$ cat config.mk
export PLATFORM = sky130hd
export DESIGN_NAME = edh_crc_regen
export DESIGN_NICKNAME = d
export VERILOG_FILES = /design/src/rtl/edh_crc_pkg.sv /design/src/rtl/edh_crc_acc.sv /design/src/rtl/edh_pkt_rewriter.sv /design/src/rtl/edh_crc_regen.sv
export SDC_FILE = /design/constraint.sdc
export NUM_CORES = 1
export LEC_CHECK = 0
export ABC_CLOCK_PERIOD_IN_PS = 4200
export BUFFER_PORTS_ARGS = -buffer_cell sky130_fd_sc_hd__buf_4
export CAP_MARGIN = 5
export CORE_MARGIN = 2
export CORE_UTILIZATION = 60
export CTS_CLUSTER_DIAMETER = 50
export CTS_CLUSTER_SIZE = 16
export DETAILED_ROUTE_END_ITERATION = 10
export PLACE_DENSITY = 0.84
export SLEW_MARGIN = 20
export SYNTH_ARGS = -nofsm -noshare
export SYNTH_HDL_FRONTEND = slang
export SYNTH_SLANG_ARGS = --single-unit
$ cat constraint.sdc
create_clock -name clk_i -period 4.2 [get_ports clk_i]
set_input_delay 0.42 -clock clk_i [delete_from_list [all_inputs] [get_ports clk_i]]
set_output_delay 0.42 -clock clk_i [all_outputs]
set_load 0.02 [all_outputs]
$ cat src/rtl/edh_crc_pkg.sv
package edh_crc_pkg;
    localparam int unsigned WORD_W = 10;
    localparam int unsigned CRC_W  = 16;
    localparam int unsigned SEG_W  = WORD_W - 4;
    localparam int unsigned SUM_W  = WORD_W - 1;
    localparam logic [CRC_W-1:0] CRC_POLY = 16'h1021;

    typedef enum logic [2:0] {
        P_IDLE, P_ADF1, P_ADF2, P_DID, P_DBN, P_DC, P_UDW, P_CS
    } pkt_state_e;

    // one 10-bit word shifted through the CRC register, LSB first
    function automatic logic [CRC_W-1:0] crc_step(input logic [CRC_W-1:0] c,
                                                  input logic [WORD_W-1:0] w);
        logic [CRC_W-1:0] r;
        logic fb;
        r = c;
        for (int i = 0; i < WORD_W; i++) begin
            fb = w[i] ^ r[CRC_W-1];
            r  = {r[CRC_W-2:0], 1'b0} ^ (fb ? CRC_POLY : '0);
        end
        return r;
    endfunction

    // add parity bit 8 and its inverse in bit 9
    function automatic logic [WORD_W-1:0] seal(input logic [WORD_W-3:0] b);
        return {~(^b), ^b, b};
    endfunction
endpackage

$ cat src/rtl/edh_crc_acc.sv
module edh_crc_acc
    import edh_crc_pkg::*;
(
    input  logic              clk_i,
    input  logic              rst_ni,
    input  logic [WORD_W-1:0] din_i,
    input  logic              start_i,
    input  logic              end_i,
    output logic [CRC_W-1:0]  crc_o
);
    typedef struct packed {
        logic             run;
        logic [CRC_W-1:0] acc;
        logic [CRC_W-1:0] res;
    } acc_t;

    acc_t q, d;
    logic [CRC_W-1:0] base, nxt;

    always_comb begin
        d    = q;
        base = start_i ? '0 : q.acc;
        nxt  = crc_step(base, din_i);
        if (start_i || q.run) begin
            d.acc = nxt;
            d.run = !end_i;
            if (end_i) d.res = nxt;
        end
    end

    always_ff @(posedge clk_i or negedge rst_ni) begin
        if (!rst_ni) q <= '0;
        else         q <= d;
    end

    assign crc_o = q.res;

    a_r3_hold_between_ends: assert property (@(posedge clk_i) disable iff (!rst_ni)
        !end_i |=> $stable(crc_o));
endmodule

$ cat src/rtl/edh_pkt_rewriter.sv
module edh_pkt_rewriter
    import edh_crc_pkg::*;
#(
    parameter logic [WORD_W-1:0] EDH_ID = 10'h1F4,
    parameter int unsigned       UDW_N  = 16
) (
    input  logic              clk_i,
    input  logic              rst_ni,
    input  logic [WORD_W-1:0] din_i,
    input  logic              ins_n_i,
    input  logic              flag_upd_i,
    input  logic [CRC_W-1:0]  ap_crc_i,
    input  logic [CRC_W-1:0]  ff_crc_i,
    output logic [WORD_W-1:0] dout_o,
    output logic              ap_v_rx_o,
    output logic              ff_v_rx_o
);
    localparam int unsigned IDX_W  = $clog2(UDW_N);
    localparam int unsigned AP_W0  = 0;
    localparam int unsigned FF_W0  = 3;
    localparam int unsigned AP_FLG = 6;
    localparam int unsigned FF_FLG = 7;

    typedef struct packed {
        pkt_state_e        state;
        logic [IDX_W-1:0]  idx;
        logic [SUM_W-1:0]  sum;
        logic [CRC_W-1:0]  rx_ap;
        logic [CRC_W-1:0]  rx_ff;
        logic              ap_v;
        logic              ff_v;
        logic [WORD_W-1:0] dout;
    } rw_t;

    rw_t q, d;
    logic              ins, ap_mm, ff_mm;
    logic [WORD_W-1:0] out;

    always_comb begin
        d     = q;
        ins   = !ins_n_i;
        out   = din_i;
        ap_mm = q.ap_v && (q.rx_ap != ap_crc_i);
        ff_mm = q.ff_v && (q.rx_ff != ff_crc_i);
        unique case (q.state)
            P_IDLE: if (din_i == '0) d.state = P_ADF1;
            P_ADF1: begin
                if (din_i == '1)      d.state = P_ADF2;
                else if (din_i != '0) d.state = P_IDLE;
            end
            P_ADF2: begin
                if (din_i == '1)      d.state = P_DID;
                else if (din_i == '0) d.state = P_ADF1;
                else                  d.state = P_IDLE;
            end
            P_DID: begin
                if (din_i == EDH_ID) begin
                    d.state = P_DBN;
                    d.sum   = din_i[SUM_W-1:0];
                end else if (din_i == '0) d.state = P_ADF1;
                else                      d.state = P_IDLE;
            end
            P_DBN: begin
                d.sum   = q.sum + din_i[SUM_W-1:0];
                d.state = P_DC;
            end
            P_DC: begin
                d.sum   = q.sum + din_i[SUM_W-1:0];
                d.idx   = '0;
                d.state = P_UDW;
            end
            P_UDW: begin
                if (q.idx == IDX_W'(AP_W0)) begin
                    d.rx_ap[SEG_W-1:0] = din_i[7:2];
                    if (ins) out = seal({ap_crc_i[SEG_W-1:0], 2'b00});
                end else if (q.idx == IDX_W'(AP_W0 + 1)) begin
                    d.rx_ap[2*SEG_W-1:SEG_W] = din_i[7:2];
                    if (ins) out = seal({ap_crc_i[2*SEG_W-1:SEG_W], 2'b00});
                end else if (q.idx == IDX_W'(AP_W0 + 2)) begin
                    d.rx_ap[CRC_W-1:2*SEG_W] = din_i[5:2];
                    d.ap_v = din_i[7];
                    if (ins) out = seal({2'b10, ap_crc_i[CRC_W-1:2*SEG_W], 2'b00});
                end else if (q.idx == IDX_W'(FF_W0)) begin
                    d.rx_ff[SEG_W-1:0] = din_i[7:2];
                    if (ins) out = seal({ff_crc_i[SEG_W-1:0], 2'b00});
                end else if (q.idx == IDX_W'(FF_W0 + 1)) begin
                    d.rx_ff[2*SEG_W-1:SEG_W] = din_i[7:2];
                    if (ins) out = seal({ff_crc_i[2*SEG_W-1:SEG_W], 2'b00});
                end else if (q.idx == IDX_W'(FF_W0 + 2)) begin
                    d.rx_ff[CRC_W-1:2*SEG_W] = din_i[5:2];
                    d.ff_v = din_i[7];
                    if (ins) out = seal({2'b10, ff_crc_i[CRC_W-1:2*SEG_W], 2'b00});
                end else if (q.idx == IDX_W'(AP_FLG)) begin
                    if (ins && flag_upd_i)
                        out = seal({din_i[7:4], din_i[3] | din_i[2], ap_mm, din_i[1:0]});
                end else if (q.idx == IDX_W'(FF_FLG)) begin
                    if (ins && flag_upd_i)
                        out = seal({din_i[7:4], din_i[3] | din_i[2], ff_mm, din_i[1:0]});
                end
                d.sum = q.sum + out[SUM_W-1:0];
                d.idx = q.idx + 1'b1;
                if (q.idx == IDX_W'(UDW_N - 1)) d.state = P_CS;
            end
            P_CS: begin
                if (ins) out = {~q.sum[SUM_W-1], q.sum};
                d.state = P_IDLE;
            end
            default: d.state = P_IDLE;
        endcase
        d.dout = out;
    end

    always_ff @(posedge clk_i or negedge rst_ni) begin
        if (!rst_ni) q <= '{state: P_IDLE, default: '0};
        else         q <= d;
    end

    assign dout_o    = q.dout;
    assign ap_v_rx_o = q.ap_v;
    assign ff_v_rx_o = q.ff_v;

    a_r1_passthru: assert property (@(posedge clk_i) disable iff (!rst_ni)
        ins_n_i |=> (dout_o == $past(din_i)));
    a_r2_outside_packet: assert property (@(posedge clk_i) disable iff (!rst_ni)
        (q.state != P_UDW && q.state != P_CS) |=> (dout_o == $past(din_i)));
    a_r5_valid_forced: assert property (@(posedge clk_i) disable iff (!rst_ni)
        (q.state == P_UDW && !ins_n_i &&
         (q.idx == IDX_W'(AP_W0 + 2) || q.idx == IDX_W'(FF_W0 + 2))) |=> dout_o[7]);
    a_r5_crc_parity: assert property (@(posedge clk_i) disable iff (!rst_ni)
        (q.state == P_UDW && !ins_n_i && q.idx < IDX_W'(AP_FLG))
        |=> (dout_o[9] != dout_o[8]) && (dout_o[8] == ^dout_o[7:0]));
    a_r6_ap_status_hold: assert property (@(posedge clk_i) disable iff (!rst_ni)
        !(q.state == P_UDW && q.idx == IDX_W'(AP_W0 + 2)) |=> $stable(ap_v_rx_o));
    a_r6_ff_status_hold: assert property (@(posedge clk_i) disable iff (!rst_ni)
        !(q.state == P_UDW && q.idx == IDX_W'(FF_W0 + 2)) |=> $stable(ff_v_rx_o));
endmodule

$ cat src/rtl/edh_crc_regen.sv
module edh_crc_regen
    import edh_crc_pkg::*;
#(
    parameter logic [WORD_W-1:0] EDH_ID = 10'h1F4,
    parameter int unsigned       UDW_N  = 16
) (
    input  logic              clk_i,
    input  logic              rst_ni,
    input  logic [WORD_W-1:0] din_i,
    input  logic              ap_start_i,
    input  logic              ap_end_i,
    input  logic              ff_start_i,
    input  logic              ff_end_i,
    input  logic              crc_ins_n_i,
    input  logic              flag_upd_i,
    output logic [WORD_W-1:0] dout_o,
    output logic              ap_v_rx_o,
    output logic              ff_v_rx_o
);
    localparam int unsigned N_RANGE = 2;

    logic [N_RANGE-1:0]            rng_start, rng_end;
    logic [N_RANGE-1:0][CRC_W-1:0] rng_crc;

    assign rng_start = {ff_start_i, ap_start_i};
    assign rng_end   = {ff_end_i, ap_end_i};

    for (genvar g = 0; g < N_RANGE; g++) begin : g_acc
        edh_crc_acc u_acc (
            .clk_i   (clk_i),
            .rst_ni  (rst_ni),
            .din_i   (din_i),
            .start_i (rng_start[g]),
            .end_i   (rng_end[g]),
            .crc_o   (rng_crc[g])
        );
    end

    edh_pkt_rewriter #(
        .EDH_ID (EDH_ID),
        .UDW_N  (UDW_N)
    ) u_rw (
        .clk_i      (clk_i),
        .rst_ni     (rst_ni),
        .din_i      (din_i),
        .ins_n_i    (crc_ins_n_i),
        .flag_upd_i (flag_upd_i),
        .ap_crc_i   (rng_crc[0]),
        .ff_crc_i   (rng_crc[1]),
        .dout_o     (dout_o),
        .ap_v_rx_o  (ap_v_rx_o),
        .ff_v_rx_o  (ff_v_rx_o)
    );
endmodule

==> out/results.txt, run 1 <==
status: finished clean
crit end category: register
total track usage: 30.8%
Synth top area share: 40.5%
vias in the first global route: 6,342
H-tree levels: 4
CTS buffer count: 17
n_diodes: 0
GPL Wtd Cong: 0.989
GRT met3 Usage: 8.62%
Core ar.: 12,600 um2
Post-Synth Simple-Gate Area: 14.5%
WL per Instance: 19.4 um
Routed WL: 20,400 um
utilization after layout: 69.1%
Synth async-reset ratio: 100%
f_max: 250 MHz
Finished Layout Cells: 1,049
largest family of logic cells by synthesized area: compound AO/OA/AOI/OAI gates
syn_nets: 894
CTS tree: built
hold buffers post-CTS: 0
# DRC: 0
Clk pin slew, worst setup/hold paths: 60 ps
critical path class: reg2reg
Least-Margin Pin Slew: 872 ps
share of cells above drive strength 1: 14.0%
pin count of the biggest net entering global routing: 69
sequential element share of the synthesized area: 40.5%
CTS max path bufs: 2
# rows: 41
multi-input logic area: 4330 um2
FF-to-FF setup slack: 200 ps
post-synthesis adder-cell area fraction: 3.15%
Synth Register Bits: 126
clk root buf: clkbuf_16
syn avg cell area: 9.08 um2
Worst slew margin: 41.7%
initial antenna violation count: 0
vias: 6,309
Register Area: 3160 um2
Tot Pwr: 5340 uW
worst-case vdd ir drop: 0.432 mV
Initial Util: 61.7%
WP data arrival: 4310 ps
final worst-path setup slack: 202 ps
# nets final: 901
I/O pins: 30
post-place setup slack: 166 ps
post-layout minimum cycle time: 4000 ps
CTS sink count: 126
busiest grt layer: met2
final hold violation count: 0
synthesized instance count: 857
worst-case reg-to-reg path depth: 18
Worst Path Required: 4510 ps
Post-CTS Setup Bufs: 0
Yosys cell types: 63
detailed placer's ending HPWL: 14,400 um
Max Cap Viol: 0
critical path fanouts, max: 8
M1 GR Usage: 39.4%
most frequent cells after synthesis: dfrtp_1 (126), xnor2_1 (125), nand2_1 (121)
IO Port Bufs: 29
endpoints failing setup: 0
post-synth top area cell: dfrtp_1
Die X: 118 um
ranking of synthesized cells by area: dfrtp_1 (41%), xnor2_1 (14%), o21ai_0 (6.1%)
die footprint: 13,900 um2
DIE HEIGHT: 118 um
mux share of post-synthesis cell area: 4.32%
total grt overflow: 0
most common cell in the netlist: dfrtp_1
final max-slew violation count: 0
Startpoint Class: register
Cell Area, Synth: 7780 um2
antenna-violating nets left: 0
Layout area overhead: 12.1%
Cells after DPL: 1,017
Design Area, Final: 8720 um2
placed instance area: 8080 um2
clock latency on the worst-skew pair: 430 ps
Clock Skew: 7.57 ps
Pwr per Cell Area: 612 nW/um2
Final Cycle Share: 95.2%
post-synthesis xor/xnor area fraction: 15.9%
prevailing post-synth register cell: dfrtp_1
GR Util met2: 49.5%
Lkg Pwr: 0.00365 uW
First DRT Iteration DRCs: 548
RR Endpoint: u_rw.q[52]
number of synthesized flops with an enable pin: 0
filler cell count in the final layout: 981
number of synthesis warnings: 0
routed vias/inst: 6.01
first-pass GRT wire length: 33,300 um
Synth Area in Compound Gates: 17.2%
DR pass1 iterations: 5
HP Class: in2async
reg2reg start: u_rw.q[53]
-- per-layer routing --
| layer | routed length (um) | up-vias |
|---|---|---|
| met5 | 0 | - |
| met4 | 670 | 0 |
| met3 | 1550 | 52 |
| met2 | 9530 | 248 |
| met1 | 8620 | 3057 |
| li1 | - | 2952 |
-- area by class of cell --
cell class,count,area share [%]
inverter,18,0.774
sequential,126,36.2
clock buffer,19,5.19
multi-input combinational,655,49.6
clock inverter,13,1.84
timing repair buffer,46,3.96
tap,172,2.47
-- sequential cells by signal, summed over array words and instances, names as in the netlist --
signal and cells:
u_rw.ff_v_rx_o 1, u_rw.dout_o 10, u_rw.ap_v_rx_o 1, g_acc.u_acc.q 34, u_rw.q 48, g_acc.u_acc.crc_o 32
-- what timing repair did --
action,in CTS,in global routing
gates resized for setup,0,11
endpoints found under the hold margin,0,0
endpoints found under the setup margin,0,2
-- cell families after synthesis --
logic type / Yosys count
adder cells (fa/ha/maj): 19
multiplexers: 31
buffers and inverters: 76
XOR/XNOR: 137
flip-flops: 126
AND/OR/NAND/NOR: 249
AO/OA/AOI/OAI: 219
-- critical path, stage by stage, from the launching register on --
cell and delay (ps):
dfrtp_2 450, inv_1 150, ha_4 200, or3b_1 390, or2_4 280, o22a_1 210, a222oi_1 290, a21oi_1 120
a21o_1 180, ha_1 330, a21oi_1 180, o21bai_1 110, a21oi_1 160, nor2_1 50, nor2_1 130, o21ai_0 150
a21o_1 190, a21oi_1 120, o21ba_2 170
-- through the flow --
stage,setup TNS [ps],hold WS [ps]
floorplan,0,124
global placement,0,457
detailed placement,0,467
CTS,0,122
global route,-29.2,144
finish,0,105
-- cells in the final DEF (no fill, tap or decap), types with 3 or more instances in the layout --
master | synthesis | routed
a22oi_1 | 6 | 6
inv_6 | 0 | 3
and2_1 | 5 | 4
dfrtp_1 | 126 | 124
ha_2 | 0 | 3
ha_1 | 18 | 14
o211ai_1 | 3 | 3
o21bai_1 | 3 | 3
o22a_1 | 7 | 7
clkbuf_16 | 0 | 17
xor2_1 | 9 | 9
o22ai_1 | 12 | 12
inv_1 | 18 | 18
bufinv_16 | 0 | 3
nor2_1 | 60 | 59
xnor2_1 | 125 | 125
o21a_1 | 3 | 3
buf_4 | 10 | 46
xnor3_1 | 3 | 3
nand4_1 | 9 | 9
a221o_1 | 3 | 3
mux2i_1 | 10 | 10
or2_2 | 5 | 5
mux2_2 | 21 | 21
o21ai_0 | 95 | 95
nand2_1 | 121 | 121
a21o_1 | 10 | 10
a31oi_1 | 8 | 8
nor2b_1 | 15 | 15
clkinv_2 | 0 | 4
nand3_1 | 7 | 7
nand3b_1 | 3 | 3
nand2b_1 | 8 | 8
nor3_1 | 5 | 5
a21oi_1 | 42 | 42
a21boi_0 | 3 | 3
-- how the worst max path moves through the flow --
stage | from | endpoint | slack [ps] | depth (start not counted)
after global routing | u_rw.q[53] | u_rw.q[52] | -30 | 18
after CTS | u_rw.q[53] | u_rw.q[52] | 160 | 18
final | u_rw.q[53] | u_rw.q[52] | 200 | 18
after detailed placement | u_rw.q[53] | u_rw.q[52] | 170 | 18
after global placement | u_rw.q[53] | u_rw.q[52] | 310 | 18
after floorplan | u_rw.q[53] | u_rw.q[52] | 410 | 20
-- power breakdown --
group | leakage [uW] | internal [uW] | total [uW] | switching, uW
sequential | 0.00153 | 1530 | 1940 | 414
combinational | 0.00182 | 909 | 1860 | 954
clock | 0.000300 | 965 | 1530 | 568
total | 0.00365 | 3410 | 5340 | 1930
(Power assumes the default switching activity.)
==> inputs of run 2 (changes only) <==
--- a/config.mk
+++ b/config.mk
@@ -14,6 +14,7 @@
 export CTS_CLUSTER_SIZE = 16
 export DETAILED_ROUTE_END_ITERATION = 10
 export PLACE_DENSITY = 0.84
+export REMOVE_ABC_BUFFERS = 1
 export SLEW_MARGIN = 20
 export SYNTH_ARGS = -nofsm -noshare
 export SYNTH_HDL_FRONTEND = slang
==> run 2 against run 1 <==
  * Utilization is 0.11 points lower
  * Register-to-register slack lost 50 ps
  * Highest routed layer unchanged
  * Die area is the same
==> out/results.txt, run 2 (same netlist as run 1, synthesis figures left out) <==
initial antenna violation count: 0
Clk pin slew, worst setup/hold paths: 60 ps
antenna-violating nets left: 0
total track usage: 30.0%
final hold violation count: 0
n_diodes: 0
# rows: 41
Lkg Pwr: 0.00364 uW
Pwr per Cell Area: 605 nW/um2
setup TNS: 0 ps
CTS sink count: 126
I/O pins: 30
final max-slew violation count: 0
WL per Instance: 19.2 um
Die X: 118 um
Max Cap Viol: 0
routed vias/inst: 5.98
RR Endpoint: u_rw.q[52]
Least-Margin Pin Slew: 870 ps
detailed placer's ending HPWL: 14,100 um
Finished Layout Cells: 1,048
CTS tree: built
# nets final: 900
Worst Path Required: 4510 ps
vias: 6,264
critical path fanouts, max: 8
Core ar.: 12,600 um2
Crit path top cell by count: a21oi_1
worst-case reg-to-reg path depth: 19
hold buffers post-CTS: 0
reg2reg start: u_rw.q[53]
CP max stage cell: dfrtp_2
max reg flops: 48
worst-path cell chain: inv_2 > ha_4 > or3b_1 > buf_4 > o21a_1 > a21oi_1 > and2_1 > nor2_1 > ha_1 > fa_1 > a21oi_1 > o21bai_1 > a21oi_1 > nor2_1 > nor2_1 > o21ai_0 > a21o_1 > a21oi_1 > o21ba_2
DR pass1 iterations: 7
critical path class: reg2reg
Startpoint Class: register
CP max stage delay: 450 ps
Worst slew margin: 41.9%
HP Class: in2async
Initial Util: 61.7%
worst-case vdd ir drop: 0.597 mV
# DRC: 0
Largest Register: u_rw.q
Clock Skew: 9.23 ps
most frequent cells in the layout: xnor2_1 (125), dfrtp_1 (124), nand2_1 (121)
IO Port Bufs: 29
First DRT Iteration DRCs: 565
pin count of the biggest net entering global routing: 65
DIE HEIGHT: 118 um
first-pass GRT wire length: 32,400 um
endpoints failing setup: 0
H-tree levels: 4
FF-to-FF setup slack: 150 ps
vias in the first global route: 6,059
share of cells above drive strength 1: 13.9%
crit end category: register
Final Cycle Share: 96.3%
Buf/Inv on CP: 2
commonest non-fill, non-tap cell in the layout: xnor2_1
RSZ-0062 raised after global routing: no
post-layout minimum cycle time: 4050 ps
CTS max path bufs: 2
Routed WL: 20,100 um
Cells after DPL: 1,016
CP top delay family: compound AO/OA/AOI/OAI gates
CTS buffer count: 17
status: finished clean
Layout area overhead: 11.9%
f_max: 247 MHz
WP data arrival: 4360 ps
total grt overflow: 0
GPL Wtd Cong: 0.944
die footprint: 13,900 um2
clk root buf: clkbuf_16
clock latency on the worst-skew pair: 430 ps
==> run 2: worst max-delay path by stage <==
stage	start	endpoint	slack [ps]	cells after the start
after floorplan	u_rw.q[53]	u_rw.q[52]	490	18
after global placement	u_rw.q[53]	u_rw.q[52]	290	18
after detailed placement	u_rw.q[53]	u_rw.q[52]	150	18
after CTS	u_rw.q[53]	u_rw.q[52]	40	18
after global routing	u_rw.q[53]	u_rw.q[52]	2	19
final	u_rw.q[53]	u_rw.q[52]	150	19
==> run 2: where the power goes <==
group	leakage [uW]	internal [uW]	total [uW]	switching [uW]
Combinational	0.00183	908	1840	933
Clock	0.000281	891	1490	601
Sequential	0.00153	1530	1940	407
Total	0.00364	3330	5270	1940
==> run 2: per-stage QoR <==
stage | instance area [um2] | setup slack, ps | hold WS, ps | util, % | power, uW
after CTS | 8680 | 41.8 | 113 | 68.8 | 5270
after global routing | 8710 | 2.14 | 139 | 69.0 | 5570
after floorplan | 7520 | 494 | 124 | - | 3250
final | 8710 | 154 | 77.4 | 69.0 | 5270
after detailed placement | 8080 | 148 | 469 | 64.0 | 3760
after global placement | 8080 | 287 | 458 | 64.0 | 3690
==> run 2: area by class of cell <==
type | count | area, um2
Tap cell | 172 | 215
Sequential cell | 126 | 3160
Clock inverter | 15 | 174
Fill cell | 982 | 3910
Timing Repair Buffer | 45 | 350
Inverter | 18 | 67.6
Multi-Input combinational cell | 655 | 4320
Clock buffer | 17 | 425
==> run 2: per-layer routing <==
metal  wire length [um]  global-route usage, %
met1               8540                   39.1
met2               9650                   48.6
met5                  0                      0
met4                632                   12.0
met3               1290                   6.64
==> run 2: timing repair <==
item,in CTS,in global routing
gates resized for setup,0,11
buffers inserted,0,0
setup endpoints to repair,0,1
==> inputs of run 3 (changes only) <==
--- a/config.mk
+++ b/config.mk
@@ -8,6 +8,7 @@
 export ABC_CLOCK_PERIOD_IN_PS = 4200
 export BUFFER_PORTS_ARGS = -buffer_cell sky130_fd_sc_hd__buf_4
 export CAP_MARGIN = 5
+export CORE_ASPECT_RATIO = 1.25
 export CORE_MARGIN = 2
 export CORE_UTILIZATION = 60
 export CTS_CLUSTER_DIAMETER = 50
==> run 3 against run 2 <==
  * Utilization increased by 0.23 points
  * Total power up 1.9%
  * Sequential share of layout area down 0.26 points
==> out/results.txt, run 3 (same netlist as run 1, synthesis figures left out) <==
# DRC: 0
# nets final: 904
Pint: 3480 uW
most frequent cells in the layout: xnor2_1 (125), dfrtp_1 (125), nand2_1 (121)
antenna-violating nets left: 0
GPL Wtd Cong: 0.968
total grt overflow: 0
multi-input logic area: 4320 um2
max reg flops: 48
clock latency on the worst-skew pair: 430 ps
hold buffers post-CTS: 0
initial antenna violation count: 0
met1 WL: 8000 um
Design Area, Final: 8770 um2
Layout area overhead: 12.7%
met2 routed WL: 10,300 um
Comb power frac: 34.3%
first-pass GRT wire length: 33,300 um
Crit path top cell by count: a21oi_1
WL per Instance: 20.0 um
worst-case reg-to-reg path depth: 18
CP max stage cell: dfrtp_1
Startpoint Class: register
sequential power share: 36.2%
Largest Register: u_rw.q
Routed WL: 21,000 um
critical path class: reg2reg
DR pass1 iterations: 5
Die X: 106 um
CTS buffer count: 17
filler cell count in the final layout: 943
Max Cap Viol: 0
Finished Layout Cells: 1,048
RR Endpoint: u_rw.q[52]
n_diodes: 0
First DRT Iteration DRCs: 457
final worst-path setup slack: 221 ps
Worst Path Required: 4530 ps
CP max stage delay: 440 ps
status: finished clean
Cells after DPL: 1,016
Core ar.: 12,700 um2
H-tree levels: 4
switching share of power: 35.2%
f_max: 251 MHz
total track usage: 31.0%
power share of the clock group: 29.5%
vias: 6,481
Register Area: 3150 um2
detailed placer's ending HPWL: 14,200 um
post-place setup slack: 164 ps
placed instance area: 8110 um2
CP startpoint: u_rw.q[53]
Initial Util: 61.5%
share of cells above drive strength 1: 13.8%
CTS tree: built
Pwr per Cell Area: 612 nW/um2
Least-Margin Pin Slew: 837 ps
routed vias/inst: 6.18
met3 WL: 1410 um
reg2reg start: u_rw.q[53]
FF-to-FF setup slack: 220 ps
DIE HEIGHT: 131 um
vias in the first global route: 6,430
worst hold margin: 29.6 ps
IO Port Bufs: 29
clk root buf: clkbuf_16
WP data arrival: 4310 ps
I/O pins: 30
final hold violation count: 0
Lkg Pwr: 0.00368 uW
Psw: 1890 uW
CTS sink count: 126
Worst slew margin: 44.1%
Final Cycle Share: 94.7%
die footprint: 13,900 um2
worst-path cell chain: inv_1 > ha_4 > or3b_1 > or2_1 > o22a_1 > a222oi_1 > a21oi_1 > a21o_1 > ha_1 > a21oi_1 > o21bai_2 > a21oi_1 > nor2_1 > nor2_2 > o21ai_1 > a21o_1 > a21oi_1 > o21ba_2
critical path fanouts, max: 8
final max-slew violation count: 0
crit end category: register
utilization after layout: 69.3%
HP Class: in2async
worst-case vdd ir drop: 0.303 mV
CTS max path bufs: 2
pin count of the biggest net entering global routing: 127
post-layout minimum cycle time: 3980 ps
endpoints failing setup: 0
highest routed metal layer: met4
# rows: 46
Clock Skew: 16.5 ps
Clk pin slew, worst setup/hold paths: 60 ps
run 3: worst max path at each step:
stage / endpoint / slack [ps] / depth (start not counted)
after detailed placement: u_rw.q[52] / 160 / 18
after CTS: u_rw.q[51] / 90 / 17
after global routing: u_rw.q[52] / -20 / 18
after global placement: u_rw.q[52] / 260 / 18
after floorplan: u_rw.q[52] / 490 / 18
final: u_rw.q[52] / 220 / 18
run 3: what timing repair did:
action / CTS / global route
buffers inserted: 0 / 0
gates resized for setup: 0 / 10
endpoints found under the setup margin: 0 / 2
run 3: layout make-up:
type                            instances  share of cell area, %
Tap cell                              168                   2.40
Clock buffer                           23                   5.45
Sequential cell                       126                   36.0
Multi-Input combinational cell        655                   49.3
Timing Repair Buffer                   49                   4.34
Inverter                               18                  0.770
Clock inverter                          9                   1.77
run 3: layer usage:
metal | global-route usage [%] | vias to the layer above
met5 | 0 | -
met4 | 18.3 | 0
met3 | 6.70 | 99
met2 | 50.1 | 301
met1 | 37.8 | 3130
li1 | - | 2951
run 3: power by group through the flow:
stage	Combinational (uW)	Clock (uW)	Sequential [uW]
after floorplan	1430	0	1820
after global placement	1750	0	1930
after detailed placement	1820	0	1950
after CTS	1840	1590	1930
after global routing	2010	1650	1970
final	1840	1590	1940
run 3: worst max-delay path: cells and delay by family, from the launching register on:
kind            cells  cell delay [ps]
fa+ha+maj           2              530
simple gates        4              930
buf+inv             1              150
compound gates     11             1840
flops               1              440
run 3: stage by stage:
| stage | setup TNS (ps) | total power (uW) |
|---|---|---|
| after floorplan | 0 | 3250 |
| after global placement | 0 | 3680 |
| after detailed placement | 0 | 3760 |
| after CTS | 0 | 5360 |
| after global routing | -24.5 | 5640 |
| final | 0 | 5370 |
